### src/rtl/mdio_pkg.sv
// Shared constants and register indices for the management frame master.
// Assumes a clause-22 frame of 32 bits preceded by a fixed-length preamble.
package mdio_pkg;
    localparam int FRAME_W  = 32;
    localparam int PRE_LEN  = 32;
    localparam int TOTAL    = PRE_LEN + FRAME_W;
    localparam int IDX_W    = $clog2(TOTAL);
    localparam int FSEL_W   = $clog2(FRAME_W);
    localparam int DATA_W   = 16;
    // serial position where a read releases the line (second turnaround bit)
    localparam int REL_POS  = PRE_LEN + (FRAME_W - 1 - DATA_W);
    // first serial position carrying returned data
    localparam int DAT_POS  = PRE_LEN + (FRAME_W - DATA_W);
    localparam int OP_HI    = 29;
    localparam int OP_LO    = 28;
    localparam logic [1:0] OP_READ = 2'b10;
    localparam int SPD_LSB  = 1;

    typedef enum logic [1:0] {
        RA_FRAME = 2'd0,
        RA_EVENT = 2'd1,
        RA_SPEED = 2'd2,
        RA_CTRL  = 2'd3
    } reg_idx_e;
endpackage

### src/rtl/mdio_clkdiv.sv
// MDC generator. Latches the divisor at transfer start and toggles MDC
// every DIV system clocks while run is high. Assumes the divisor is nonzero
// whenever start is asserted. Gives one-cycle strobes ahead of each edge.
module mdio_clkdiv #(
    parameter int DIV_W = 6
) (
    input  logic             clk,
    input  logic             rst_n,
    input  logic             start,
    input  logic [DIV_W-1:0] div,
    input  logic             run,
    output logic             mdc,
    output logic             rise,
    output logic             fall
);
    logic [DIV_W-1:0] div_q;
    logic [DIV_W-1:0] cnt;
    logic             wrap;

    // Hold the divisor steady for the whole transfer.
    always_ff @(posedge clk) begin
        if (!rst_n)
            div_q <= '0;
        else if (start)
            div_q <= div;
    end

    assign wrap = run && (cnt == div_q - 1'b1);
    assign rise = wrap && !mdc;
    assign fall = wrap && mdc;

    // Count half periods and toggle MDC; park low when idle.
    always_ff @(posedge clk) begin
        if (!rst_n || !run) begin
            cnt <= '0;
            mdc <= 1'b0;
        end else if (wrap) begin
            cnt <= '0;
            mdc <= ~mdc;
        end else begin
            cnt <= cnt + 1'b1;
        end
    end

    AST_CNT_BELOW_DIV: assert property (@(posedge clk) disable iff (!rst_n)
        run |-> (cnt < div_q));
    AST_STROBE_EXCL: assert property (@(posedge clk) disable iff (!rst_n)
        !(rise && fall));
endmodule

### src/rtl/mdio_shifter.sv
// Serial engine. Sends the preamble and then the frame word MSB first,
// advancing one position per falling MDC edge. In read frames it releases
// the line from the second turnaround bit and shifts in data at rising edges.
// Assumes rise and fall strobes are mutually exclusive.
module mdio_shifter
    import mdio_pkg::*;
(
    input  logic                clk,
    input  logic                rst_n,
    input  logic                start,
    input  logic [FRAME_W-1:0]  frame_in,
    input  logic                abort,
    input  logic                rise,
    input  logic                fall,
    input  logic                mdio_i,
    output logic                busy,
    output logic                done,
    output logic                is_read,
    output logic [DATA_W-1:0]   rd_data,
    output logic                mdio_o,
    output logic                mdio_oe
);
    localparam logic [IDX_W-1:0] LAST_IDX = IDX_W'(TOTAL - 1);
    localparam logic [IDX_W-1:0] PRE_IDX  = IDX_W'(PRE_LEN);
    localparam logic [IDX_W-1:0] REL_IDX  = IDX_W'(REL_POS);
    localparam logic [IDX_W-1:0] DAT_IDX  = IDX_W'(DAT_POS);

    logic [IDX_W-1:0]   idx;
    logic [FRAME_W-1:0] word_q;
    logic [IDX_W-1:0]   off;
    logic [FSEL_W-1:0]  sel;
    logic               in_frame;

    // Sequence the transfer: load, advance on falls, capture on rises.
    always_ff @(posedge clk) begin
        if (!rst_n) begin
            busy    <= 1'b0;
            done    <= 1'b0;
            idx     <= '0;
            word_q  <= '0;
            is_read <= 1'b0;
            rd_data <= '0;
        end else begin
            done <= 1'b0;
            if (abort) begin
                busy <= 1'b0;
            end else if (start) begin
                busy    <= 1'b1;
                idx     <= '0;
                word_q  <= frame_in;
                is_read <= (frame_in[OP_HI:OP_LO] == OP_READ);
                rd_data <= '0;
            end else if (busy) begin
                if (rise && is_read && (idx >= DAT_IDX))
                    rd_data <= {rd_data[DATA_W-2:0], mdio_i};
                if (fall) begin
                    if (idx == LAST_IDX) begin
                        busy <= 1'b0;
                        done <= 1'b1;
                    end else begin
                        idx <= idx + 1'b1;
                    end
                end
            end
        end
    end

    // Choose the bit on the line for the current serial position.
    always_comb begin
        in_frame = (idx >= PRE_IDX);
        off      = idx - PRE_IDX;
        sel      = FSEL_W'(FRAME_W - 1) - off[FSEL_W-1:0];
        mdio_o   = busy ? (in_frame ? word_q[sel] : 1'b1) : 1'b0;
        mdio_oe  = busy && !(is_read && (idx >= REL_IDX));
    end

    AST_START_WHEN_IDLE: assert property (@(posedge clk) disable iff (!rst_n)
        start |-> !busy);
    AST_RD_RELEASE: assert property (@(posedge clk) disable iff (!rst_n)
        (busy && !abort && is_read && fall && (idx == REL_IDX - 1'b1)) |=> !mdio_oe);
endmodule

### src/rtl/mdio_regs.sv
// Register bank: frame word, sticky event, speed field and self-clearing
// soft reset. Decides when a transfer may start. Assumes done is a single
// cycle pulse that arrives after busy has dropped.
module mdio_regs
    import mdio_pkg::*;
#(
    parameter int SPD_W      = 6,
    parameter int RST_CYCLES = 16
) (
    input  logic               clk,
    input  logic               rst_n,
    input  logic [1:0]         addr,
    input  logic               wr,
    input  logic [FRAME_W-1:0] wdata,
    output logic [FRAME_W-1:0] rdata,
    input  logic               busy_i,
    input  logic               done_i,
    input  logic               is_read_i,
    input  logic [DATA_W-1:0]  rd_data_i,
    output logic [FRAME_W-1:0] frame_q,
    output logic [SPD_W-1:0]   div_q,
    output logic               start,
    output logic               srst_act
);
    localparam int RC_W = $clog2(RST_CYCLES + 1);
    localparam logic [RC_W-1:0] RC_LOAD = RC_W'(RST_CYCLES);

    logic            event_q;
    logic [RC_W-1:0] rst_cnt;
    logic            wr_frame;
    logic            accept;

    assign wr_frame = wr && (addr == RA_FRAME);
    assign srst_act = (rst_cnt != '0);
    assign accept   = wr_frame && !busy_i && !done_i && !srst_act;
    assign start    = accept && (div_q != '0);

    // Soft reset countdown.
    always_ff @(posedge clk) begin
        if (!rst_n)
            rst_cnt <= '0;
        else if (!srst_act && wr && (addr == RA_CTRL) && wdata[0])
            rst_cnt <= RC_LOAD;
        else if (srst_act)
            rst_cnt <= rst_cnt - 1'b1;
    end

    // Frame word: software load when idle, read data on completion.
    always_ff @(posedge clk) begin
        if (!rst_n || srst_act)
            frame_q <= '0;
        else if (done_i && is_read_i)
            frame_q[DATA_W-1:0] <= rd_data_i;
        else if (accept)
            frame_q <= wdata;
    end

    // Speed field load.
    always_ff @(posedge clk) begin
        if (!rst_n || srst_act)
            div_q <= '0;
        else if (wr && (addr == RA_SPEED))
            div_q <= wdata[SPD_LSB +: SPD_W];
    end

    // Sticky completion flag, write-1-to-clear, set wins.
    always_ff @(posedge clk) begin
        if (!rst_n || srst_act)
            event_q <= 1'b0;
        else if (done_i)
            event_q <= 1'b1;
        else if (wr && (addr == RA_EVENT) && wdata[0])
            event_q <= 1'b0;
    end

    // Read-back mux.
    always_comb begin
        rdata = '0;
        unique case (addr)
            RA_FRAME: rdata = frame_q;
            RA_EVENT: rdata[0] = event_q;
            RA_SPEED: rdata[SPD_LSB +: SPD_W] = div_q;
            RA_CTRL:  rdata[0] = srst_act;
            default:  rdata = '0;
        endcase
    end

    AST_DONE_SETS_EVENT: assert property (@(posedge clk) disable iff (!rst_n)
        (done_i && !srst_act) |=> event_q);
    AST_BUSY_FRAME_HOLD: assert property (@(posedge clk) disable iff (!rst_n)
        (busy_i && !done_i && !srst_act) |=> $stable(frame_q));
endmodule

### src/rtl/mdio_master.sv
// Top of the management frame master. Connects the register bank, the
// MDC divider and the serial engine. Assumes an external pull-up resolves
// MDIO while mdio_oe is low and mdio_i reflects the resolved line.
module mdio_master
    import mdio_pkg::*;
#(
    parameter int SPD_W      = 6,
    parameter int RST_CYCLES = 16
) (
    input  logic        clk,
    input  logic        rst_n,
    input  logic [1:0]  reg_addr,
    input  logic        reg_wr,
    input  logic [31:0] reg_wdata,
    output logic [31:0] reg_rdata,
    output logic        mdc,
    output logic        mdio_o,
    output logic        mdio_oe,
    input  logic        mdio_i
);
    logic [FRAME_W-1:0] frame_q;
    logic [SPD_W-1:0]   div_q;
    logic               start;
    logic               srst_act;
    logic               busy;
    logic               done;
    logic               is_read;
    logic [DATA_W-1:0]  rd_data;
    logic               rise;
    logic               fall;
    logic               run;

    assign run = busy && !srst_act;

    mdio_regs #(.SPD_W(SPD_W), .RST_CYCLES(RST_CYCLES)) u_regs (
        .clk       (clk),
        .rst_n     (rst_n),
        .addr      (reg_addr),
        .wr        (reg_wr),
        .wdata     (reg_wdata),
        .rdata     (reg_rdata),
        .busy_i    (busy),
        .done_i    (done),
        .is_read_i (is_read),
        .rd_data_i (rd_data),
        .frame_q   (frame_q),
        .div_q     (div_q),
        .start     (start),
        .srst_act  (srst_act)
    );

    mdio_clkdiv #(.DIV_W(SPD_W)) u_div (
        .clk   (clk),
        .rst_n (rst_n),
        .start (start),
        .div   (div_q),
        .run   (run),
        .mdc   (mdc),
        .rise  (rise),
        .fall  (fall)
    );

    mdio_shifter u_shift (
        .clk      (clk),
        .rst_n    (rst_n),
        .start    (start),
        .frame_in (reg_wdata),
        .abort    (srst_act),
        .rise     (rise),
        .fall     (fall),
        .mdio_i   (mdio_i),
        .busy     (busy),
        .done     (done),
        .is_read  (is_read),
        .rd_data  (rd_data),
        .mdio_o   (mdio_o),
        .mdio_oe  (mdio_oe)
    );

    AST_MDC_IDLE_LOW: assert property (@(posedge clk) disable iff (!rst_n)
        !busy |-> !mdc);
    AST_MDIO_STABLE_AT_RISE: assert property (@(posedge clk) disable iff (!rst_n)
        $rose(mdc) |-> $stable(mdio_o));
    AST_PREAMBLE_DRIVEN: assert property (@(posedge clk) disable iff (!rst_n)
        $rose(busy) |-> (mdio_oe && mdio_o));
    AST_DIV0_NO_START: assert property (@(posedge clk) disable iff (!rst_n)
        (reg_wr && reg_addr == RA_FRAME && div_q == '0 && !busy) |=> !busy);
    AST_SRST_ABORTS: assert property (@(posedge clk) disable iff (!rst_n)
        $past(srst_act) |-> !busy);
endmodule

### config.mk
export PLATFORM = sky130hd
export DESIGN_NAME = mdio_master
export DESIGN_NICKNAME = d
export VERILOG_FILES = /design/src/rtl/mdio_pkg.sv /design/src/rtl/mdio_clkdiv.sv /design/src/rtl/mdio_shifter.sv /design/src/rtl/mdio_regs.sv /design/src/rtl/mdio_master.sv
export SDC_FILE = /design/constraint.sdc
export NUM_CORES = 1
export LEC_CHECK = 0
export BUFFER_PORTS_ARGS = -buffer_cell sky130_fd_sc_hd__buf_2
export CORE_MARGIN = 10
export CORE_UTILIZATION = 50
export CTS_CLUSTER_DIAMETER = 40
export DETAILED_ROUTE_END_ITERATION = 10
export PLACE_DENSITY = 0.69
export SLEW_MARGIN = 20
export SYNTH_ARGS = -nofsm -noshare
export SYNTH_HDL_FRONTEND = slang
export SYNTH_HIERARCHICAL = 1
export SYNTH_SLANG_ARGS = --single-unit
export TNS_END_PERCENT = 5
### constraint.sdc
create_clock -name clk -period 8 [get_ports clk]
set_clock_uncertainty 0.15 [all_clocks]
set_input_delay 1.6 -clock clk [delete_from_list [all_inputs] [get_ports clk]]
set_output_delay 1.6 -clock clk [all_outputs]
set_load 0.005 [all_outputs]
======== Word level (Yosys, flattened, before mapping) ========
Index checks and enable logic that the tools add are counted.
word-level totals
  register bits ........................... 114
  word-level logic and storage cells ...... 109
  input port bits ......................... 38
operators by class
  equal/unequal tests ..................... 7
  order comparisons ....................... 4
  multiplexer cells ....................... 25
  $add $sub $neg .......................... 6
  reductions and logical operators ........ 46
  bitwise logic cells ..................... 6
operators with widths
  kind                                                                   number
  16-bit two-way mux                                                     5
  25-bit two-way mux                                                     1
  6-bit two-way mux                                                      4
  1-bit logical AND                                                      20
  6-bit >= comparator (second input constant)                            3
  6-bit by 1-bit adder with 6-bit output (second input constant)         2
  6-bit one-hot mux with 2 select lines                                  1
  2-bit nonzero test                                                     6
  1-bit two-way mux                                                      10
  5-bit two-way mux                                                      2
  5-bit by 1-bit subtractor with 5-bit output (second input constant)    2
  1-bit logical NOT                                                      7
  2-bit == test (second input constant)                                  3
  6-bit == test                                                          1
  6-bit == test (second input constant)                                  1
  5-bit by 6-bit < comparator with 1-bit output (second input constant)  1
  1-bit inverter                                                         6
  6-bit nonzero test                                                     1
  2-bit OR reduction                                                     3
  6-bit by 1-bit subtractor with 6-bit output (second input constant)    1
  1-bit binary-select mux with 5-bit select                              1
  5-bit nonzero test                                                     1
  5-bit OR reduction                                                     1
  5-bit subtractor (first input constant)                                1
  8 further kinds                                                        10

======== Logic depth before layout (Yosys ltp) ========
Gate-level depths: netlist of the first run.
  depth in word-level cells ............... 10
  depth in mapped cells ................... 15

======== Hierarchy ========
Netlist of the first run, hierarchy kept.
by module, submodules not included
  module        area an instance (µm²)  cells each  instances
  mdio_shifter  2529.9                  280         1
  mdio_regs     2204.6                  267         1
  mdio_clkdiv   654.4                   67          1
  mdio_master   13.8                    1           1

======== Worst setup path after synthesis of the first run ========
No wires, ideal clock.
  path kind ............................... input to register
  from .................................... input port reg_addr[0]
  to ...................................... register u_shift.rd_data[0]
  setup slack ............................. 3.798 ns
  setup time .............................. 0.118 ns
  path buffers ............................ 3
  stages .................................. 9
  data arrival time ....................... 3.934 ns
  data required time ...................... 7.732 ns
  cells stage by stage .................... or4b_4 > buf_6 > nor4_1 > nor2b_1 > clkbuf_1 > nor2_1 > buf_2 > a22oi_1 > nor2b_1
on the way
  word-level cells in the longest chain between the ends .. 8
  elaborated cells on any way between the ends .. 10
  classes of those cells .................. mux: 1; reduce/logical: 9
RTL lines
  what                                  RTL line            text
  start: declaration                    mdio_master.sv:12   input logic [1:0] reg_addr,
  2-bit logical NOT *                   mdio_regs.sv:33     assign wr_frame = wr && (addr == RA_FRAME);
  1-bit logical AND *                   mdio_regs.sv:33
  1-bit logical AND * (3 in series)     mdio_regs.sv:35     assign accept = wr_frame && !busy_i && !done_i && !srst_act;
  1-bit logical AND *                   mdio_regs.sv:36     assign start = accept && (div_q != '0);
  net start                             mdio_master.sv:23   logic start;
  2-bit nonzero test (no source line)   n/a
  3-bit AND reduction (no source line)  n/a
  end signal: assignment                mdio_shifter.sv:55  rd_data <= {rd_data[DATA_W-2:0], mdio_i};
  end: declaration                      mdio_shifter.sv:19  output logic [DATA_W-1:0] rd_data,
The timed path passes the listed nets; every way through them passes the cells marked *.
A chain may end at the register's enable or synchronous reset.

======== Worst setup path in the final report of the first run ========
  from .................................... input port reg_addr[1]
  to ...................................... output port reg_rdata[13]
on the way
  word-level cells in the longest chain between the ends .. 2
RTL lines
  what                RTL line           text
  2-bit logical NOT   mdio_regs.sv:79    unique case (addr)
  25-bit two-way mux  mdio_regs.sv:79
  end: declaration    mdio_master.sv:15  output logic [31:0] reg_rdata,
No other way between the ends.

==> metrics.cfg, run 1 <==
[timing]
setup_slack_ns=3.481
slew_headroom_pct=24.92
worst_pin_slew_ns=1.120
period_needed_ns=4.519
fin_tns_setup_ns=0
max_freq_mhz=221.3
post-route-period-util_pct=56.48
finalSetupViolations=0
slew_violations=0
fin_hold_ws_ns=0.3125
final-hold-violation-count=0
rsz0062_at_grt=false

[clock_network]
root_buffer=clkbuf_8
cts_hold_buf=0
cts.sinks=114
path_clk_slew_ns=0.06
insertion_delay_ns=0.51
cts_setup_buffers=0
cts_tree=yes
cts_made_buffers=17
htree_levels=4
clockBufferDepth=2
post_cts_resized=0

[place]
dpl_worst_slack_ns=3.146
dpl_cell_area_um2=5768
port_buffers=72
dpl.hpwl_mm=9.201
gp_congestion=0.7855

[routing]
drc_errors=0
drtPass1Iterations=5
antenna_left=0
routed_wl_mm=13.85
drt_iter0_markers=395
wire_per_inst_um=16.96
via_per_inst=5.678
via_count=4639

[yosys]
synthDistinctLibCells=54
seq_area_frac_synth_pct=42.24
async_flop_share_pct=0
syn-cell-area_um2=5403
synth_ff_type=dfxtp_1
synth-edff-count=0
yosysWarnings=6
syn_nets=658
syn_avg_cell_area_um2=8.785
synthCells=615
ys_seq_elements=114

[final_layout]
final_cell_mix=114 x dfxtp_1, 80 x nand2_1, 72 x buf_2, 46 x nor2_1, 40 x nand3_1
final_area_um2=6346
register_area_um2=2282
layout-drive-gt1-share_pct=18.36
mostFrequentLayoutCell=dfxtp_1
fillers=924
finalCoreUtilization_pct=60.92
multiInputGateArea_um2=2868
nets=711
syn_to_final_growth_pct=17.46
antenna_cells=0

[setup_path]
crit_fanout=26
required_ns=6.25
crit_type=in -> out
cp.arrival_ns=2.77
end_kind=primary output
setup.worst_path.start_class=input pin

[die]
die_h_um=124.0
start_util_pct=51.87
std_cell_rows=37
design.core.area_um2=10420
die_x_um=124.0
io-pin-count=73
fp.dieArea_um2=15360

[power_and_ir_drop]
peakVddDrop_v=0.0001390
leakage_nw=2.400
power.density_nw_per_um2=233.9

[grt]
antenna_found_initial=0
grt_max_degree=68
overflow=0
grt_pass1_wl_mm=22.91
grt_pass1_vias=4535
grt.total_usage_pct=18.65

[worst_hold_path]
hp-class=reg -> reg

[run]
drv_cap=0

[outcome]
status=completed

[layout make-up]
cell class	count	area share, %
clock buffer	28	7.965
clock inverter	4	1.104
sequential	114	35.96
timing repair buffer	79	6.506
tap	136	2.681
inverter	10	0.5915
multi-input combinational	446	45.19
[routing by layer]
metal / global-route usage (%) / part of all wire, %
met5: 0 / 0
met1: 24.73 / 46
met4: 8.201 / 1.3
met2: 28.61 / 47
met3: 4.118 / 5.5
[critical path, stage by stage]
cell,delay [ns]
buf_2,0.22
nor2_2,0.60
and2_1,0.23
buf_2,0.12
[synthesized netlist by cell type (6+ instances only)]
cell	count	area (um^2)
nand3_1	40	200.2
dfxtp_1	114	2282
buf_2	10	50.05
xor2_1	6	52.55
mux2i_1	23	230.2
a21oi_1	21	105.1
nand2_1	80	300.3
and2_1	28	175.2
clkbuf_1	25	93.84
nor2_1	47	176.4
inv_1	9	33.78
nor2b_1	25	156.4
a21boi_0	36	270.3
o21ai_1	13	65.06
o21ai_0	23	115.1
a311oi_1	16	140.1
a22oi_1	17	127.6
xnor2_1	10	87.58
buf_6	6	67.56
[worst paths after layout]
kind	slack, ns	cells after the start	from	to
worst max register to register	4.12	13	u_regs/rst_cnt[0]$_SDFFE_PP0P_	u_shift/rd_data[14]$_SDFFE_PN0P_
worst max-delay path	3.48	4	reg_addr[1]	reg_rdata[13]
worst min register to register	0.31	2	u_shift/word_q[22]$_SDFFE_PN0P_	u_shift/word_q[22]$_SDFFE_PN0P_
worst min-delay path	0.31	2	u_shift/word_q[22]$_SDFFE_PN0P_	u_shift/word_q[22]$_SDFFE_PN0P_
[cells by family after synthesis]
family                   count (synthesis)  synth area share (%)
XOR/XNOR                                17                 3.011
flip-flops                             114                 42.24
multiplexers                            30                 7.040
buffers and inverters                   55                 4.886
AND/OR/NAND/NOR                        259                 24.83
AO/OA/AOI/OAI                          135                 16.84
adder cells (fa/ha/maj)                  5                 1.158
[registers in the layout, indices dropped and copies added, names as in the netlist, 5 cells and up]
| name | cells |
|---|---|
| u_div/cnt | 6 |
| u_shift/word_q | 32 |
| u_regs/frame_q | 32 |
| u_regs/rst_cnt | 5 |
| u_shift/idx | 6 |
| u_regs/div_q | 6 |
| u_div/div_q | 6 |
| u_shift/rd_data | 16 |
[power by group]
part / switching (mW) / internal (mW)
Clock: 0.247 / 0.484
Combinational: 0.0938 / 0.0586
Sequential: 0.0145 / 0.587
Total: 0.355 / 1.13
[through the flow]
step	std cells	power (mW)
4_1_cts	817	1.494
3_5_place_dp	785	0.7627
6_report	817	1.484
5_1_grt	817	1.536
2_1_floorplan	615	0.7173
3_3_place_gp	785	0.7585
(Power assumes the default switching activity.)
==> inputs of run 2 (changes only) <==
ABC_AREA = 1   (was default)
PLACE_DENSITY = 0.71   (was 0.69)
clock period = 3.8 ns   (was 8 ns; I/O delays follow)
==> run 2 against run 1 <==
  * Largest cell class unchanged
  * Synthesized cell count increased by 28%
  * Sequential share of layout area decreased by 0.62 points
  * Cell area increased by 1.8%
  * Clock power increased by 110%
  * Core utilization decreased by 1.1 points
  * Highest routed layer unchanged
  * Wire length increased by 3.9%
==> metrics.cfg, run 2 <==
[outcome]
status=completed

[grt]
grt_max_degree=63
antenna_found_initial=0
grt_pass1_vias=4960
grt_pass1_wl_mm=23.46
grt.total_usage_pct=17.88
overflow=0

[power_and_ir_drop]
swShare_pct=25.77
leakage_nw=2.786
peakVddDrop_v=0.0002669
switchingPower_mw=0.8270
p_seq_share_pct=39.8
pwr-share-clk_pct=48.1
pwr-share-comb_pct=12.1
power.density_nw_per_um2=497.1
total_power_mw=3.210
p_int_mw=2.383

[place]
dpl.hpwl_mm=9.994
dpl_worst_slack_ns=0.5387
dp.cells=971
gp_congestion=0.9061
port_buffers=72
dpl_cell_area_um2=5882

[clock_network]
cts.sinks=114
root_buffer=clkbuf_8
htree_levels=4
cts_made_buffers=17
post_cts_resized=0
cts_hold_buf=0
clockBufferDepth=2
insertion_delay_ns=0.52
path_clk_slew_ns=0.05
cts_setup_buffers=0
cts_tree=yes

[setup_path]
crit_type=reg -> out
critPathTopFamily=simple AND/OR/NAND/NOR gates
required_ns=2.89
crit_fanout=15
cp.buffers_inverters=2
cp_slowest_cell=dfxtp_1
end_kind=primary output
path_common_cell=nor2_1
r2r_start=u_regs/rst_cnt[0]$_SDFFE_PP0P_
setup.worst_path.start_class=register
cp.arrival_ns=2.31
crit_path_start=u_shift/idx[0]$_SDFFE_PN0P_
max_stage_delay_ns=0.58
path_cells=inv_1 -> nand2_1 -> nand3_1 -> nand3_1 -> nand2_1 -> nor2_1 -> nor2_1 -> nor2_1 -> buf_2

[final_layout]
layout-drive-gt1-share_pct=18.14
nets=893
final_cell_mix=147 x nand2_1, 138 x nor2_1, 114 x dfxtp_1, 75 x nand3_1, 73 x inv_1
syn_to_final_growth_pct=17.80
finalCoreUtilization_pct=59.83
reg.largest.list=u_regs/frame_q x32, u_shift/word_q x32, u_shift/rd_data x16
mostFrequentLayoutCell=nand2_1
antenna_cells=0
final_cells=1000
final_area_um2=6457

[routing]
drtPass1Iterations=4
drc_errors=0
routed_wl_mm=14.40
drt_iter0_markers=405
antenna_left=0
wire_per_inst_um=14.40
via_per_inst=5.235
via_count=5235

[die]
io-pin-count=73
std_cell_rows=38
fp.dieArea_um2=15550
start_util_pct=50.79
die_x_um=124.7
design.core.area_um2=10790
die_h_um=124.7

[yosys]
synth_most_common_cell=nand2_1
synthDistinctLibCells=36
synth_largest_area_cell=dfxtp_1
syn-cell-area_um2=5482
synth-edff-count=0
synthTopCellsByArea=dfxtp_1 42%, nand2_1 10%, nor2_1 9.4%
netlist.area_leader.share_pct=41.63
yosysWarnings=6
syn_avg_cell_area_um2=6.956
synth_common_cells=147 x nand2_1, 138 x nor2_1, 114 x dfxtp_1
synth_ff_type=dfxtp_1
seq_area_frac_synth_pct=41.63
ys_seq_elements=114
syn_nets=831
synthCells=788
async_flop_share_pct=0

[worst_hold_path]
hp-class=reg -> reg
hold_start=u_shift/word_q[10]$_SDFFE_PN0P_

[timing]
fin_tns_setup_ns=0
finalSetupViolations=0
rsz0062_at_grt=false
final-hold-violation-count=0
slew_headroom_pct=34.68
setup_slack_ns=0.5767
slew_violations=0
worst_pin_slew_ns=0.9798
period_needed_ns=3.223
fin_hold_ws_ns=0.3036
max_freq_mhz=310.2
post-route-period-util_pct=84.82

[run]
drv_cap=0

[run 2: changes by cell type in the layout (fill, tap and decap cells not counted), moves of 12 or more]
cell,change
nand2_1,+67
o21ai_0,+38
a21boi_0,-36
nand3_1,+35
a22oi_1,-17
mux2i_1,-23
and2_1,-28
nor2_1,+92
a21oi_1,+39
nand2_2,+12
nor2b_1,-24
inv_1,+64
o21ai_1,-13
a311oi_1,-16
[run 2: metal layers]
metal | global-route usage, % | vias up | routed length, um
met3 | 4.936 | 21 | 763
met2 | 30.30 | 136 | 7109
li1 | - | 2645 | -
met1 | 20.62 | 2433 | 6333
met4 | 7.539 | 0 | 189
met5 | 0 | - | 0
[run 2: worst register-to-register path: stages (launching register included)]
cell and delay, ns:
dfxtp_1 0.32, inv_1 0.08, ha_1 0.18, nand2_1 0.11
nor2_4 0.23, inv_2 0.19, nor2_2 0.16, nand3_1 0.08
nor2_1 0.08, nand2_1 0.06, nor2_2 0.16, nand2_2 0.10
nor2_1 0.24, nand4_4 0.30, nor2_4 0.41, nand2_1 0.09
a21oi_1 0.16
[run 2: cell type report]
class | count | area (um^2)
repair buffers | 81 | 427.9
well taps | 140 | 175.2
multi-input cells | 553 | 2683
inverters | 83 | 314.1
flip-flops and latches | 114 | 2282
clock buffers | 24 | 500.5
fillers | 997 | 4335
clock inverters | 5 | 75.07
[run 2: final timing paths]
kind	endpoint	cells past startpoint	slack, ns
setup / recovery	mdio_o	9	0.58
hold / removal	u_shift/word_q[10]$_SDFFE_PN0P_	2	0.30
setup reg to reg	u_shift/rd_data[7]$_SDFFE_PN0P_	16	0.63
hold reg to reg	u_shift/word_q[10]$_SDFFE_PN0P_	2	0.30
[run 2: cells by family (layout without fill, tap and decap cells)]
logic type                 Yosys count  count (layout)  synth area share (%)
adders and majority gates            5               5                 1.141
AOI/OAI and AO/OA                  141             141                 14.13
DFF                                114             114                 41.63
xor gates and xnor gates             8               8                 1.278
and+or+nand+nor                    399             399                 32.39
buffers and inverters              121             193                 9.427
[run 2: power groups by stage]
stage | Sequential (mW) | Combinational, mW | Clock, mW
after floorplan | 1.29 | 0.294 | 0
after detailed placement | 1.30 | 0.385 | 0
final | 1.28 | 0.390 | 1.54
after global placement | 1.30 | 0.372 | 0
after CTS | 1.28 | 0.388 | 1.56
after global routing | 1.28 | 0.427 | 1.61
==> inputs of run 3 (changes only) <==
PLACE_DENSITY = 0.69   (was 0.71)
clock period = 3.2 ns   (was 3.8 ns; I/O delays follow)
==> run 3 against run 2 <==
  * Setup slack lost 0.28 ns
  * Cell count rose by 0.70%
  * Die area did not move
  * Global-route usage up 0.18 points
  * Worst hold slack worse by 0.088 ns
  * First-iteration DRC count grew 23%
==> metrics.cfg, run 3 (same netlist as run 2, synthesis figures left out) <==
[die]
start_util_pct=50.79
fp.dieArea_um2=15550
die_x_um=124.7
io-pin-count=73
design.core.area_um2=10790
die_h_um=124.7
std_cell_rows=38

[setup_path]
setup.worst_path.start_class=register
crit_fanout=16
cp.arrival_ns=3.18
end_kind=register
crit_type=reg -> reg
required_ns=3.49

[grt]
grt_util_met2_pct=30.12
top_usage_layer=met2
met3_usage_pct=4.468
grt_pass1_vias=4964
grt_pass1_wl_mm=23.75
grt_max_degree=41
grt.total_usage_pct=18.06
overflow=0
globalRouteMet1Util_pct=21.76
antenna_found_initial=0

[final_layout]
reg.largest.list=u_regs/frame_q x32, u_shift/word_q x32, u_shift/rd_data x16
antenna_cells=0
nets=897
final_cell_mix=147 x nand2_1, 138 x nor2_1, 114 x dfxtp_1, 75 x nand3_1, 73 x inv_1
mostFrequentLayoutCell=nand2_1
layout-drive-gt1-share_pct=18.92
syn_to_final_growth_pct=19.61
finalCoreUtilization_pct=60.75

[timing]
fin_hold_ws_ns=0.2157
max_freq_mhz=345.0
setup_slack_ns=0.3015
period_needed_ns=2.898
slew_violations=0
post-route-period-util_pct=90.58
finalSetupViolations=0
worst_pin_slew_ns=0.7401
slew_headroom_pct=50.61
rsz0062_at_grt=false
final-hold-violation-count=0
fin_tns_setup_ns=0

[routing]
antenna_left=0
wire_per_inst_um=14.32
via_count=5291
via_per_inst=5.254
routed_wl_mm=14.42
drt_iter0_markers=499
drtPass1Iterations=5
drc_errors=0

[clock_network]
insertion_delay_ns=0.52
cts.sinks=114
cts_hold_buf=0
post_cts_resized=0
path_clk_slew_ns=0.06
root_buffer=clkbuf_8
cts_tree=yes
htree_levels=4
clockBufferDepth=2
cts_made_buffers=17

[outcome]
status=completed

[place]
port_buffers=72
dpl_worst_slack_ns=0.2684
gp_congestion=0.9674
dpl.hpwl_mm=10.08

[power_and_ir_drop]
total_power_mw=3.962
power.density_nw_per_um2=604.3
peakVddDrop_v=0.0004003
leakage_nw=2.816

[run]
drv_cap=0

[worst_hold_path]
hp-class=in -> reg

==> run 3: layout make-up <==
class | count | area (um^2)
multi-input cells | 553 | 2683
flip-flops and latches | 114 | 2282
inverters | 83 | 314.1
clock buffers | 18 | 427.9
clock inverters | 14 | 203.9
fillers | 1003 | 4237
repair buffers | 85 | 470.5
well taps | 140 | 175.2
==> run 3: stage by stage <==
| stage | std cells | area (um^2) |
|---|---|---|
| 2_1_floorplan | 788 | 5482 |
| 3_3_place_gp | 974 | 5904 |
| 3_5_place_dp | 974 | 5904 |
| 4_1_cts | 1006 | 6536 |
| 5_1_grt | 1007 | 6556 |
| 6_report | 1007 | 6556 |
==> run 3: power by group <==
part | switching (mW) | internal (mW)
clock | 0.698 | 1.29
sequential | 0.0369 | 1.48
combinational | 0.318 | 0.136
==> run 3: timing repair <==
item / in CTS / in global routing
endpoints found under the hold margin: 0 / 0
setup buffers: 0 / 1
endpoints found under the setup margin: 0 / 16
==> run 3: final timing paths <==
kind	startpoint	to	slack (ns)	depth (start not counted)
setup reg to reg	u_regs/rst_cnt[0]$_SDFFE_PP0P_	u_shift/rd_data[8]$_SDFFE_PN0P_	0.30	17
setup / recovery	u_regs/rst_cnt[0]$_SDFFE_PP0P_	u_shift/rd_data[8]$_SDFFE_PN0P_	0.30	17
hold reg to reg	u_shift/word_q[22]$_SDFFE_PN0P_	u_shift/word_q[22]$_SDFFE_PN0P_	0.30	2
hold / removal	reg_wdata[30]	u_shift/word_q[30]$_SDFFE_PN0P_	0.22	3
==> run 3: metal layers <==
| layer | vias up | part of all wire (%) |
|---|---|---|
| met3 | 26 | 6.1 |
| met2 | 183 | 49 |
| met1 | 2426 | 43 |
| met5 | - | 0 |
| li1 | 2656 | - |
| met4 | 0 | 1.9 |
==> run 3: worst max-delay path, cell delays in order, from the launching register on <==
cell	delay, ns
dfxtp_1	0.32
inv_1	0.07
ha_1	0.18
nand2_1	0.11
nor2_4	0.21
inv_2	0.17
nor2_2	0.16
nand3_1	0.09
nor2_1	0.08
nand2_1	0.07
nor2_2	0.18
nand2_2	0.10
nor2_1	0.25
nand4_4	0.15
nor2_4	0.15
buf_12	0.15
nand2_1	0.07
a21oi_1	0.13
